### config.mk
export PLATFORM = sky130hd
export DESIGN_NAME = gpio_chg_port
export DESIGN_NICKNAME = d
export VERILOG_FILES = /design/src/rtl/gpio_chg_pkg.sv /design/src/rtl/gpio_chg_sync.sv /design/src/rtl/gpio_chg_regs.sv /design/src/rtl/gpio_chg_detect.sv /design/src/rtl/gpio_chg_port.sv
export SDC_FILE = /design/constraint.sdc
export NUM_CORES = 1
export LEC_CHECK = 0
export CAP_MARGIN = 30
export CORE_MARGIN = 2
export CORE_UTILIZATION = 35
export DETAILED_ROUTE_END_ITERATION = 10
export GPL_TIMING_DRIVEN = 0
export SLEW_MARGIN = 20
export SYNTH_ARGS = -nofsm -noshare
export SYNTH_HDL_FRONTEND = slang
export SYNTH_SLANG_ARGS = --single-unit
### constraint.sdc
create_clock -name clk -period 1.7 [get_ports clk]
set_clock_uncertainty 0.1 [all_clocks]
set_input_delay 0.255 -clock clk [delete_from_list [all_inputs] [get_ports clk]]
set_output_delay 0.255 -clock clk [all_outputs]
set_load 0.05 [all_outputs]
### src/rtl/gpio_chg_pkg.sv
package gpio_chg_pkg;
  typedef enum logic [1:0] {
    REG_PORT = 2'd0,
    REG_DIR  = 2'd1,
    REG_CTRL = 2'd2,
    REG_RSVD = 2'd3
  } reg_sel_e;

  localparam int CTRL_PUN_BIT  = 0;
  localparam int CTRL_IE_BIT   = 1;
  localparam int CTRL_FLAG_BIT = 2;
endpackage

### src/rtl/gpio_chg_sync.sv
module gpio_chg_sync #(
  parameter int WIDTH  = 8,
  parameter int STAGES = 2
) (
  input  logic             clk,
  input  logic             rst_n,
  input  logic [WIDTH-1:0] d_in,
  output logic [WIDTH-1:0] d_out
);
  logic [WIDTH-1:0] stage_q [STAGES];

  genvar s;
  generate
    for (s = 0; s < STAGES; s++) begin : g_stage
      logic [WIDTH-1:0] stage_d;
      if (s == 0) begin : g_first
        always_comb stage_d = d_in;
      end else begin : g_next
        always_comb stage_d = stage_q[s-1];
      end
      always_ff @(posedge clk or negedge rst_n) begin
        if (!rst_n) stage_q[s] <= '0;
        else        stage_q[s] <= stage_d;
      end
    end
  endgenerate

  assign d_out = stage_q[STAGES-1];
endmodule

### src/rtl/gpio_chg_regs.sv
module gpio_chg_regs
  import gpio_chg_pkg::*;
#(
  parameter int WIDTH  = 8,
  parameter int ADDR_W = 2
) (
  input  logic              clk,
  input  logic              rst_n,
  input  logic              bus_sel,
  input  logic              bus_wr,
  input  logic [ADDR_W-1:0] bus_addr,
  input  logic [WIDTH-1:0]  bus_wdata,
  output logic [WIDTH-1:0]  bus_rdata,
  input  logic [WIDTH-1:0]  pin_sync,
  input  logic              flag,
  output logic [WIDTH-1:0]  dir_q,
  output logic [WIDTH-1:0]  lat_q,
  output logic              pun_q,
  output logic              ie_q,
  output logic              port_acc,
  output logic              flag_clr
);
  logic             wr_port, wr_dir, wr_ctrl;
  logic [WIDTH-1:0] dir_d, lat_d;
  logic             pun_d, ie_d;

  always_comb begin
    wr_port  = bus_sel && bus_wr && (bus_addr == ADDR_W'(REG_PORT));
    wr_dir   = bus_sel && bus_wr && (bus_addr == ADDR_W'(REG_DIR));
    wr_ctrl  = bus_sel && bus_wr && (bus_addr == ADDR_W'(REG_CTRL));
    port_acc = bus_sel && (bus_addr == ADDR_W'(REG_PORT));
    flag_clr = wr_ctrl && !bus_wdata[CTRL_FLAG_BIT];
  end

  always_comb begin
    dir_d = dir_q;
    lat_d = lat_q;
    pun_d = pun_q;
    ie_d  = ie_q;
    if (wr_dir)  dir_d = bus_wdata;
    if (wr_port) lat_d = bus_wdata;
    if (wr_ctrl) begin
      pun_d = bus_wdata[CTRL_PUN_BIT];
      ie_d  = bus_wdata[CTRL_IE_BIT];
    end
  end

  always_ff @(posedge clk or negedge rst_n) begin
    if (!rst_n) begin
      dir_q <= '1;
      lat_q <= '0;
      pun_q <= 1'b1;
      ie_q  <= 1'b0;
    end else begin
      dir_q <= dir_d;
      lat_q <= lat_d;
      pun_q <= pun_d;
      ie_q  <= ie_d;
    end
  end

  always_comb begin
    bus_rdata = '0;
    unique case (bus_addr)
      ADDR_W'(REG_PORT): bus_rdata = pin_sync;
      ADDR_W'(REG_DIR):  bus_rdata = dir_q;
      ADDR_W'(REG_CTRL): begin
        bus_rdata[CTRL_PUN_BIT]  = pun_q;
        bus_rdata[CTRL_IE_BIT]   = ie_q;
        bus_rdata[CTRL_FLAG_BIT] = flag;
      end
      default:           bus_rdata = '0;
    endcase
  end
endmodule

### src/rtl/gpio_chg_detect.sv
module gpio_chg_detect #(
  parameter int NBITS = 4
) (
  input  logic             clk,
  input  logic             rst_n,
  input  logic [NBITS-1:0] pin_hi,
  input  logic [NBITS-1:0] dir_hi,
  input  logic             port_acc,
  input  logic             flag_clr,
  output logic             flag_q,
  output logic             mism
);
  logic [NBITS-1:0] snap_q, snap_d;
  logic [NBITS-1:0] diff;
  logic             flag_d;

  always_comb begin
    diff = (pin_hi ^ snap_q) & dir_hi;
    mism = |diff;
  end

  always_comb begin
    snap_d = snap_q;
    if (port_acc) snap_d = pin_hi;
    flag_d = flag_q;
    if (flag_clr) flag_d = 1'b0;
    if (mism)     flag_d = 1'b1;
  end

  always_ff @(posedge clk or negedge rst_n) begin
    if (!rst_n) begin
      snap_q <= '0;
      flag_q <= 1'b0;
    end else begin
      snap_q <= snap_d;
      flag_q <= flag_d;
    end
  end
endmodule

### src/rtl/gpio_chg_port.sv
module gpio_chg_port #(
  parameter int WIDTH       = 8,
  parameter int CHG_LSB     = 4,
  parameter int SYNC_STAGES = 2,
  parameter int ADDR_W      = 2
) (
  input  logic              clk,
  input  logic              rst_n,
  input  logic              bus_sel,
  input  logic              bus_wr,
  input  logic [ADDR_W-1:0] bus_addr,
  input  logic [WIDTH-1:0]  bus_wdata,
  output logic [WIDTH-1:0]  bus_rdata,
  input  logic [WIDTH-1:0]  pad_in,
  output logic [WIDTH-1:0]  pad_oe,
  output logic [WIDTH-1:0]  pad_out,
  output logic [WIDTH-1:0]  pad_pu,
  output logic              chg_irq
);
  localparam int CHG_N = WIDTH - CHG_LSB;

  logic             rst_meta_n, rst_int_n;
  logic [WIDTH-1:0] pin_sync, dir_q, lat_q;
  logic             pun_q, ie_q, port_acc, flag_clr, flag_q, chg_mism;

  always_ff @(posedge clk or negedge rst_n) begin
    if (!rst_n) begin
      rst_meta_n <= 1'b0;
      rst_int_n  <= 1'b0;
    end else begin
      rst_meta_n <= 1'b1;
      rst_int_n  <= rst_meta_n;
    end
  end

  gpio_chg_sync #(.WIDTH(WIDTH), .STAGES(SYNC_STAGES)) u_sync (
    .clk   (clk),
    .rst_n (rst_int_n),
    .d_in  (pad_in),
    .d_out (pin_sync)
  );

  gpio_chg_regs #(.WIDTH(WIDTH), .ADDR_W(ADDR_W)) u_regs (
    .clk       (clk),
    .rst_n     (rst_int_n),
    .bus_sel   (bus_sel),
    .bus_wr    (bus_wr),
    .bus_addr  (bus_addr),
    .bus_wdata (bus_wdata),
    .bus_rdata (bus_rdata),
    .pin_sync  (pin_sync),
    .flag      (flag_q),
    .dir_q     (dir_q),
    .lat_q     (lat_q),
    .pun_q     (pun_q),
    .ie_q      (ie_q),
    .port_acc  (port_acc),
    .flag_clr  (flag_clr)
  );

  gpio_chg_detect #(.NBITS(CHG_N)) u_det (
    .clk      (clk),
    .rst_n    (rst_int_n),
    .pin_hi   (pin_sync[WIDTH-1:CHG_LSB]),
    .dir_hi   (dir_q[WIDTH-1:CHG_LSB]),
    .port_acc (port_acc),
    .flag_clr (flag_clr),
    .flag_q   (flag_q),
    .mism     (chg_mism)
  );

  always_comb begin
    pad_oe  = ~dir_q;
    pad_out = lat_q;
    pad_pu  = dir_q & {WIDTH{~pun_q}};
    chg_irq = flag_q && ie_q;
  end
endmodule

# After elaboration in Yosys (flattened, before gate mapping)
# Cells that the tools add are included.
# word_totals
regBits	41
input_bits	22
out_inout_bits	33
word_cells	32
# classes
n_eq_ne	2
mux	4
bitwise	5
reduce_logical	11
# op_table
op	n
case mux 5 bit (2 select lines)	1
case mux 3 bit (3 select lines)	1
AND 8 bit	1
inverter 8 bit	1
logical AND 1 bit	7
AND 4 bit	1
OR reduction 4 bit	1
XOR 4 bit	1
equality test 2 x 1 -> 1 bit, second input constant	1
equality test 2 bit, second input constant	1
logical NOT 2 bit	1
2-to-1 mux 1 bit	2
nonzero test 2 bit	1
logical NOT 1 bit	1
inverter 1 bit	1

# Logic depth before layout (Yosys ltp)
# Gate-level depths: netlist (run 1).
# logic_depth
word_depth	5
mapped_depth	4
ltp_nobuf	3

# Modules after synthesis
# Synthesis (run 1) repeated with hierarchy kept, for this count alone.
# unflattened
cells_unflattened	115
area_unflattened_um2	1670.4
# modules_own_cells
mod	instances	cells_per_inst	area_per_inst_um2	seq_area_each_um2
gpio_chg_regs	1	61	894.6	461.7
gpio_chg_sync	1	16	400.4	400.4
gpio_chg_detect	1	18	235.2	125.1
gpio_chg_port	1	20	140.1	50.0

# Least setup slack after synthesis (run 1)
# No wires, ideal clock.
# synth_path
kind	flip-flop to output port
startpoint	reg u_regs.pun_q
endpoint	out bus_rdata[0]
arrival_ns	1.954
required_ns	1.345
path_slack_ns	-0.609
path_stages_with_launch	4
n_path_buf	1
cell_sequence	dfstp_2 -> clkbuf_1 -> mux2i_1 -> o21ai_0
# synth_between
elab_chain_cells	1
# synth_rtl
item	line	source
start: declaration	gpio_chg_regs.sv:18	output logic pun_q,
start signal: assignment	gpio_chg_regs.sv:57	pun_q <= pun_d;
case mux 3 bit (3 select lines)	gpio_chg_regs.sv:64	unique case (bus_addr)
end: declaration	gpio_chg_port.sv:13	output logic [WIDTH-1:0] bus_rdata,
# Every way passes these cells.

# Final worst setup path (run 1)
# Ends and elaborated chain as after synthesis.

==> results of run 1 <==
-- critical path, stage by stage (launching register included) --
cell and delay (ps):
dfstp_2 560, buf_6 100, mux2i_1 60, o21ai_1 160
buf_6 180
-- per-stage QoR --
stage,area (um^2),TNS [ps],std cells,worst slack (ps)
floorplan,1630,-1080,117,-236
global placement,2230,-13960,223,-762
detailed placement,2250,-13590,224,-769
CTS,2290,-11.8,236,-11.8
global route,2300,-57.3,239,-57.3
finish,2300,0,239,6.04
-- registers in the layout (all words and copies together) (netlist names) --
name / count
u_regs.pun_q: 1
rst_int_n: 1
u_regs.lat_q: 8
u_det.snap_q: 4
u_sync.g_stage.stage_d: 8
u_regs.dir_q: 8
u_regs.ie_q: 1
u_sync.d_out: 8
rst_meta_n: 1
u_det.flag_q: 1
-- metal layers --
metal  track usage, %  vias to the layer above
met1             18.2                      566
met4             6.92                        0
li1                 -                      530
met5                0                        -
met2             24.5                       25
met3             3.33                        6
-- repair_timing --
action,4_1_cts,5_1_grt
gates cloned,0,0
gates resized for setup,104,13
buffers inserted,5,3
pin swaps,0,2
hold buffers,0,0
setup endpoints to repair,33,16
-- cells in the final DEF, fill, tap and decap left out, drive strengths merged, types with 2 or more instances in the layout --
master,n
a22oi,2
buf,26
clkbuf,13
clkdlybuf4s50,19
dfrtp,32
dfstp,9
dlygate4sd2,14
inv,8
mux2,22
mux2i,8
nand2,4
nand3,2
nor2,13
o21ai,4
xor2,4
-- area by class of cell --
type	count	area, um^2
plain buffers	2	22.5
well taps	52	65.1
fillers	390	2120
multi-input cells	65	539
clock buffers	8	80.1
flip-flops and latches	41	1040
inverters	8	30.0
repair buffers	63	522
-- how the worst min path moves through the flow --
stage | startpoint | cells past startpoint | end
global placement | u_sync.g_stage[1].stage_d[0] | 0 | u_sync.d_out[0]
CTS | rst_n | 1 | rst_meta_n
finish | rst_n | 1 | rst_meta_n
floorplan | rst_n | 0 | rst_int_n
detailed placement | rst_int_n | 0 | u_sync.g_stage[1].stage_d[5]
global route | rst_n | 1 | rst_meta_n
-- power breakdown --
part           total, mW  switching [mW]  internal (mW)  leakage, nW
Sequential          1.24          0.0936           1.15        0.468
Clock              0.586           0.295          0.291       0.0395
Combinational       1.14           0.778          0.357        0.572
-- logic make-up after synthesis --
group,after synthesis,synth area share (%)
and+or+nand+nor,24,8.47
xor gates and xnor gates,4,2.16
buffers and inverters,11,3.00
other,1,0.231
DFF,41,63.8
muxes,30,20.2
AOI/OAI and AO/OA,6,2.16
==> results.sh, run 1 <==
export IMPL_crit_arrival_ps=1340
export IMPL_drt_initial_drc_count=54
export IMPL_holdWs_ps=29.0
export IMPL_antenna_found_initial=0
export IMPL_start_util_pct=36.8
export IMPL_die_area_mm2=0.00520
export IMPL_drt_met1_wl_um=1460
export IMPL_route_met2_wl_um=1830
export IMPL_drc=0
export IMPL_powerDensity_mw_per_mm2=1290
export IMPL_reg2reg_from="u_det.snap_q[0]"
export IMPL_vias_per_cell=4.72
export IMPL_synth_seq_cells=41
export IMPL_port_buffer_count=54
export IMPL_ff2ff_path_depth=3
export IMPL_ys_flop_type="dfrtp_1"
export IMPL_yosysTopAreaCellShare_pct=49.3
export IMPL_max_freq_mhz=590
export IMPL_crit_start="u_regs.pun_q"
export IMPL_pin_count=55
export IMPL_total_power_mw=2.96
export IMPL_synthArstFlopShare_pct=100
export IMPL_grt_pass1_wl_um=5710
export IMPL_fin_crit_ps=1690
export IMPL_clockBufferDepth=2
export IMPL_cp_max_fo=3
export IMPL_dpl_hpwl_um=2500
export IMPL_p_leak_nw=1.08
export IMPL_yosysTopAreaCell="dfrtp_1"
export IMPL_synth_distinct_cells=20
export IMPL_first_pass_iters=2
export IMPL_synth_area_leaders="dfrtp_1 (49%), mux2_2 (15%), dfstp_2 (15%)"
export IMPL_synth_cells=117
export IMPL_ys_top_cells_by_count="dfrtp_1 (32), mux2_2 (22), nor2_1 (13)"
export IMPL_ff2ff_setup_slack_ps=610
export IMPL_drive_gt1_share_pct=38.5
export IMPL_num_vias=1127
export IMPL_synthToLayoutAreaGrowth_pct=41.3
export IMPL_critPathKind="flip-flop to primary output"
export IMPL_crit_required_ps=1340
export IMPL_yosysWarnings=0
export IMPL_setup_viol=0
export IMPL_grt_pass1_vias=1137
export IMPL_yosys_cell_count_top_type="dfrtp_1"
export IMPL_num_rows=24
export IMPL_die_h_um=72.1
export IMPL_ys_seq_area_share_pct=63.8
export IMPL_grt_max_degree=28
export IMPL_chipWidth_um=72.1
export IMPL_clkTransAtPathRegs_ps=70
export IMPL_root_buffer="clkbuf_8"
export IMPL_clkLatencyLatePin_ps=280
export IMPL_synth_edf_count=0
export IMPL_syn_area_mm2=0.00163
export IMPL_post_route_util_pct=52.0
export IMPL_cts_tree="yes"
export IMPL_ir_drop_uv=643
export IMPL_slew_viol_final=0
export IMPL_status="finished clean"
export IMPL_wl_um=3480
export IMPL_htree_num_levels=2
export IMPL_track_usage_pct=14.7
export IMPL_max_cap_violations=0
export IMPL_endpoint="bus_rdata[0]"
export IMPL_core_mm2=0.00441
export IMPL_start_kind="flip-flop"
export IMPL_synthesis_nets=139
export IMPL_synth_area_per_cell_um2=13.9
export IMPL_clock_sinks=41
export IMPL_routedWlPerCell_um=14.6
export IMPL_grt_ovfl_total=0
export IMPL_cts_buffers=5
export IMPL_final_nets=208
export IMPL_crit_path_end_kind="primary output"
export IMPL_num_antenna_cells=0
export IMPL_route_top_layer_used="met4"
export IMPL_met3_length_um=141
export IMPL_rsz0062_at_grt="yes"
export IMPL_gp_congestion=0.699
export IMPL_hold_violations=0
export IMPL_finalCritPeriodShare_pct=99.6
export IMPL_timing_rr_end="u_det.flag_q"
export IMPL_hp_class="input pin to asynchronous set/reset pin"
export IMPL_ant_nets=0
No activity file was read; power rests on OpenSTA's default activity.
==> inputs of run 2 (changes only) <==
Settings changed: ABC_CLOCK_PERIOD_IN_PS from default to 1700.
==> results of run 2 <==
Final layout, timing and power as in run 1 (identical DEF).
==> inputs of run 3 (changes only) <==
Settings changed: CORE_ASPECT_RATIO from default to 1.5, HOLD_SLACK_MARGIN from default to 0.15.
==> run 3 against run 2 <==
Effect of this change: largest power group unchanged; total power is 0.75% higher; utilization down 0.93 points; cell area up 0.22%; clock power grew 4.1%; critical path type unchanged; sequential cell count unchanged.
==> results.sh, run 3 (synthesis gave the netlist of run 1 again) <==
export IMPL_drive_gt1_share_pct=41.1
export IMPL_chipWidth_um=59.6
export IMPL_setup_viol=0
export IMPL_htree_num_levels=2
export IMPL_dpl_cell_count=220
export IMPL_clock_sinks=41
export IMPL_start_util_pct=36.1
export IMPL_num_antenna_cells=0
export IMPL_clkLatencyLatePin_ps=290
export IMPL_finalNonFillerCells=233
export IMPL_cts_buffers=5
export IMPL_powerDensity_mw_per_mm2=1300
export IMPL_final_common_cell="dfrtp_1"
export IMPL_crit_path_end_kind="primary output"
export IMPL_cp_cell_sequence="mux2i_1, o21ai_1, buf_6"
export IMPL_reg2reg_from="rst_int_n"
export IMPL_ff2ff_setup_slack_ps=390
export IMPL_num_rows=30
export IMPL_fin_setup_tns_ps=0
export IMPL_fin_crit_ps=1680
export IMPL_grt_pass1_vias=1214
export IMPL_slew_viol_final=0
export IMPL_total_power_mw=2.99
export IMPL_track_usage_pct=14.9
export IMPL_multiInputGateArea_um2=539
export IMPL_crit_arrival_ps=1330
export IMPL_grt_pass1_wl_um=5780
export IMPL_cts_tree="yes"
export IMPL_pin_count=55
export IMPL_crit_start="u_regs.pun_q"
export IMPL_die_area_mm2=0.00522
export IMPL_hp_class="flip-flop to asynchronous set/reset pin"
export IMPL_start_kind="flip-flop"
export IMPL_critPathKind="flip-flop to primary output"
export IMPL_max_freq_mhz=594
export IMPL_clkTransAtPathRegs_ps=70
export IMPL_hold_violations=0
export IMPL_clockBufferDepth=2
export IMPL_fillers=433
export IMPL_endpoint="bus_rdata[0]"
export IMPL_mostFrequentLayoutCells="dfrtp_1 (31), mux2_2 (22), clkdlybuf4s50_1 (19)"
export IMPL_rsz0062_at_grt="yes"
export IMPL_gp_congestion=0.736
export IMPL_port_buffer_count=54
export IMPL_crit_required_ps=1340
export IMPL_vias_per_cell=4.84
export IMPL_antenna_found_initial=0
export IMPL_die_h_um=87.5
export IMPL_cpPeakStageDelay_ps=590
export IMPL_max_cap_violations=0
export IMPL_routedWlPerCell_um=14.8
export IMPL_p_leak_nw=1.08
export IMPL_first_pass_iters=4
export IMPL_grt_ovfl_total=0
export IMPL_root_buffer="clkbuf_8"
export IMPL_finalCritPeriodShare_pct=99.0
export IMPL_core_mm2=0.00450
export IMPL_grt_max_degree=27
export IMPL_drc=0
export IMPL_critPathSlowestCell="dfstp_2"
export IMPL_dpl_hpwl_um=2550
export IMPL_ir_drop_uv=599
export IMPL_final_nets=206
export IMPL_ant_nets=0
export IMPL_ff2ff_path_depth=1
export IMPL_ff_latch_area_mm2=0.00104
export IMPL_drt_initial_drc_count=34
export IMPL_timing_rr_end="u_sync.d_out[7]"
export IMPL_status="finished clean"
export IMPL_synthToLayoutAreaGrowth_pct=41.6
export IMPL_num_vias=1128
export IMPL_cp_max_fo=4
export IMPL_wl_um=3440
[run 3: metal layers]
layer  share of wire (%)  track usage (%)  vias up
met5                   0                0        -
met4                 2.4             6.67        0
met3                 6.4             4.16        9
met2                  53             25.3       37
met1                  39             17.1      561
li1                    -                -      521
[run 3: critical path: cells and delay by family (launching register included)]
kind	cells	cell delay, ps
flops	1	590
compound gates	1	180
buf+inv	1	190
mux	1	90
[run 3: worst min path at each step]
stage | from | end | depth (start not counted)
floorplan | rst_n | rst_int_n | 0
global placement | u_sync.g_stage[1].stage_d[3] | u_sync.d_out[3] | 0
detailed placement | rst_int_n | u_sync.g_stage[1].stage_d[6] | 0
CTS | rst_int_n | u_regs.dir_q[2] | 0
global route | rst_int_n | u_regs.dir_q[2] | 0
finish | rst_int_n | u_regs.dir_q[2] | 0
[run 3: through the flow]
stage | area [um^2] | worst slack, ps | utilization [%] | hold slack, ps
finish | 2300 | 16.7 | 51.1 | 195
global route | 2300 | -38.2 | 51.1 | 217
CTS | 2320 | 9.69 | 51.6 | 202
detailed placement | 2250 | -814 | 49.9 | 76.8
global placement | 2230 | -785 | 49.4 | 232
floorplan | 1630 | -236 | - | -141
[run 3: timing repair]
item	in CTS	in global routing
hold buffers	2	0
gates cloned	0	0
pin swaps	1	0
endpoints found under the setup margin	35	9
hold endpoints to repair	12	0
setup buffers	4	0
gates resized for setup	108	16
[run 3: power by group]
group	internal [mW]	total [mW]	switching, mW
registers	1.15	1.24	0.0923
clock network	0.283	0.610	0.326
logic	0.360	1.14	0.777
total	1.79	2.99	1.20
[run 3: area by class of cell]
cell class | count | share of cell area, %
buffer | 2 | 0.978
inverter | 8 | 1.30
multi-input combinational | 65 | 23.4
tap | 48 | 2.61
timing repair buffer | 61 | 22.8
sequential | 41 | 45.1
clock inverter | 3 | 0.761
clock buffer | 5 | 2.99
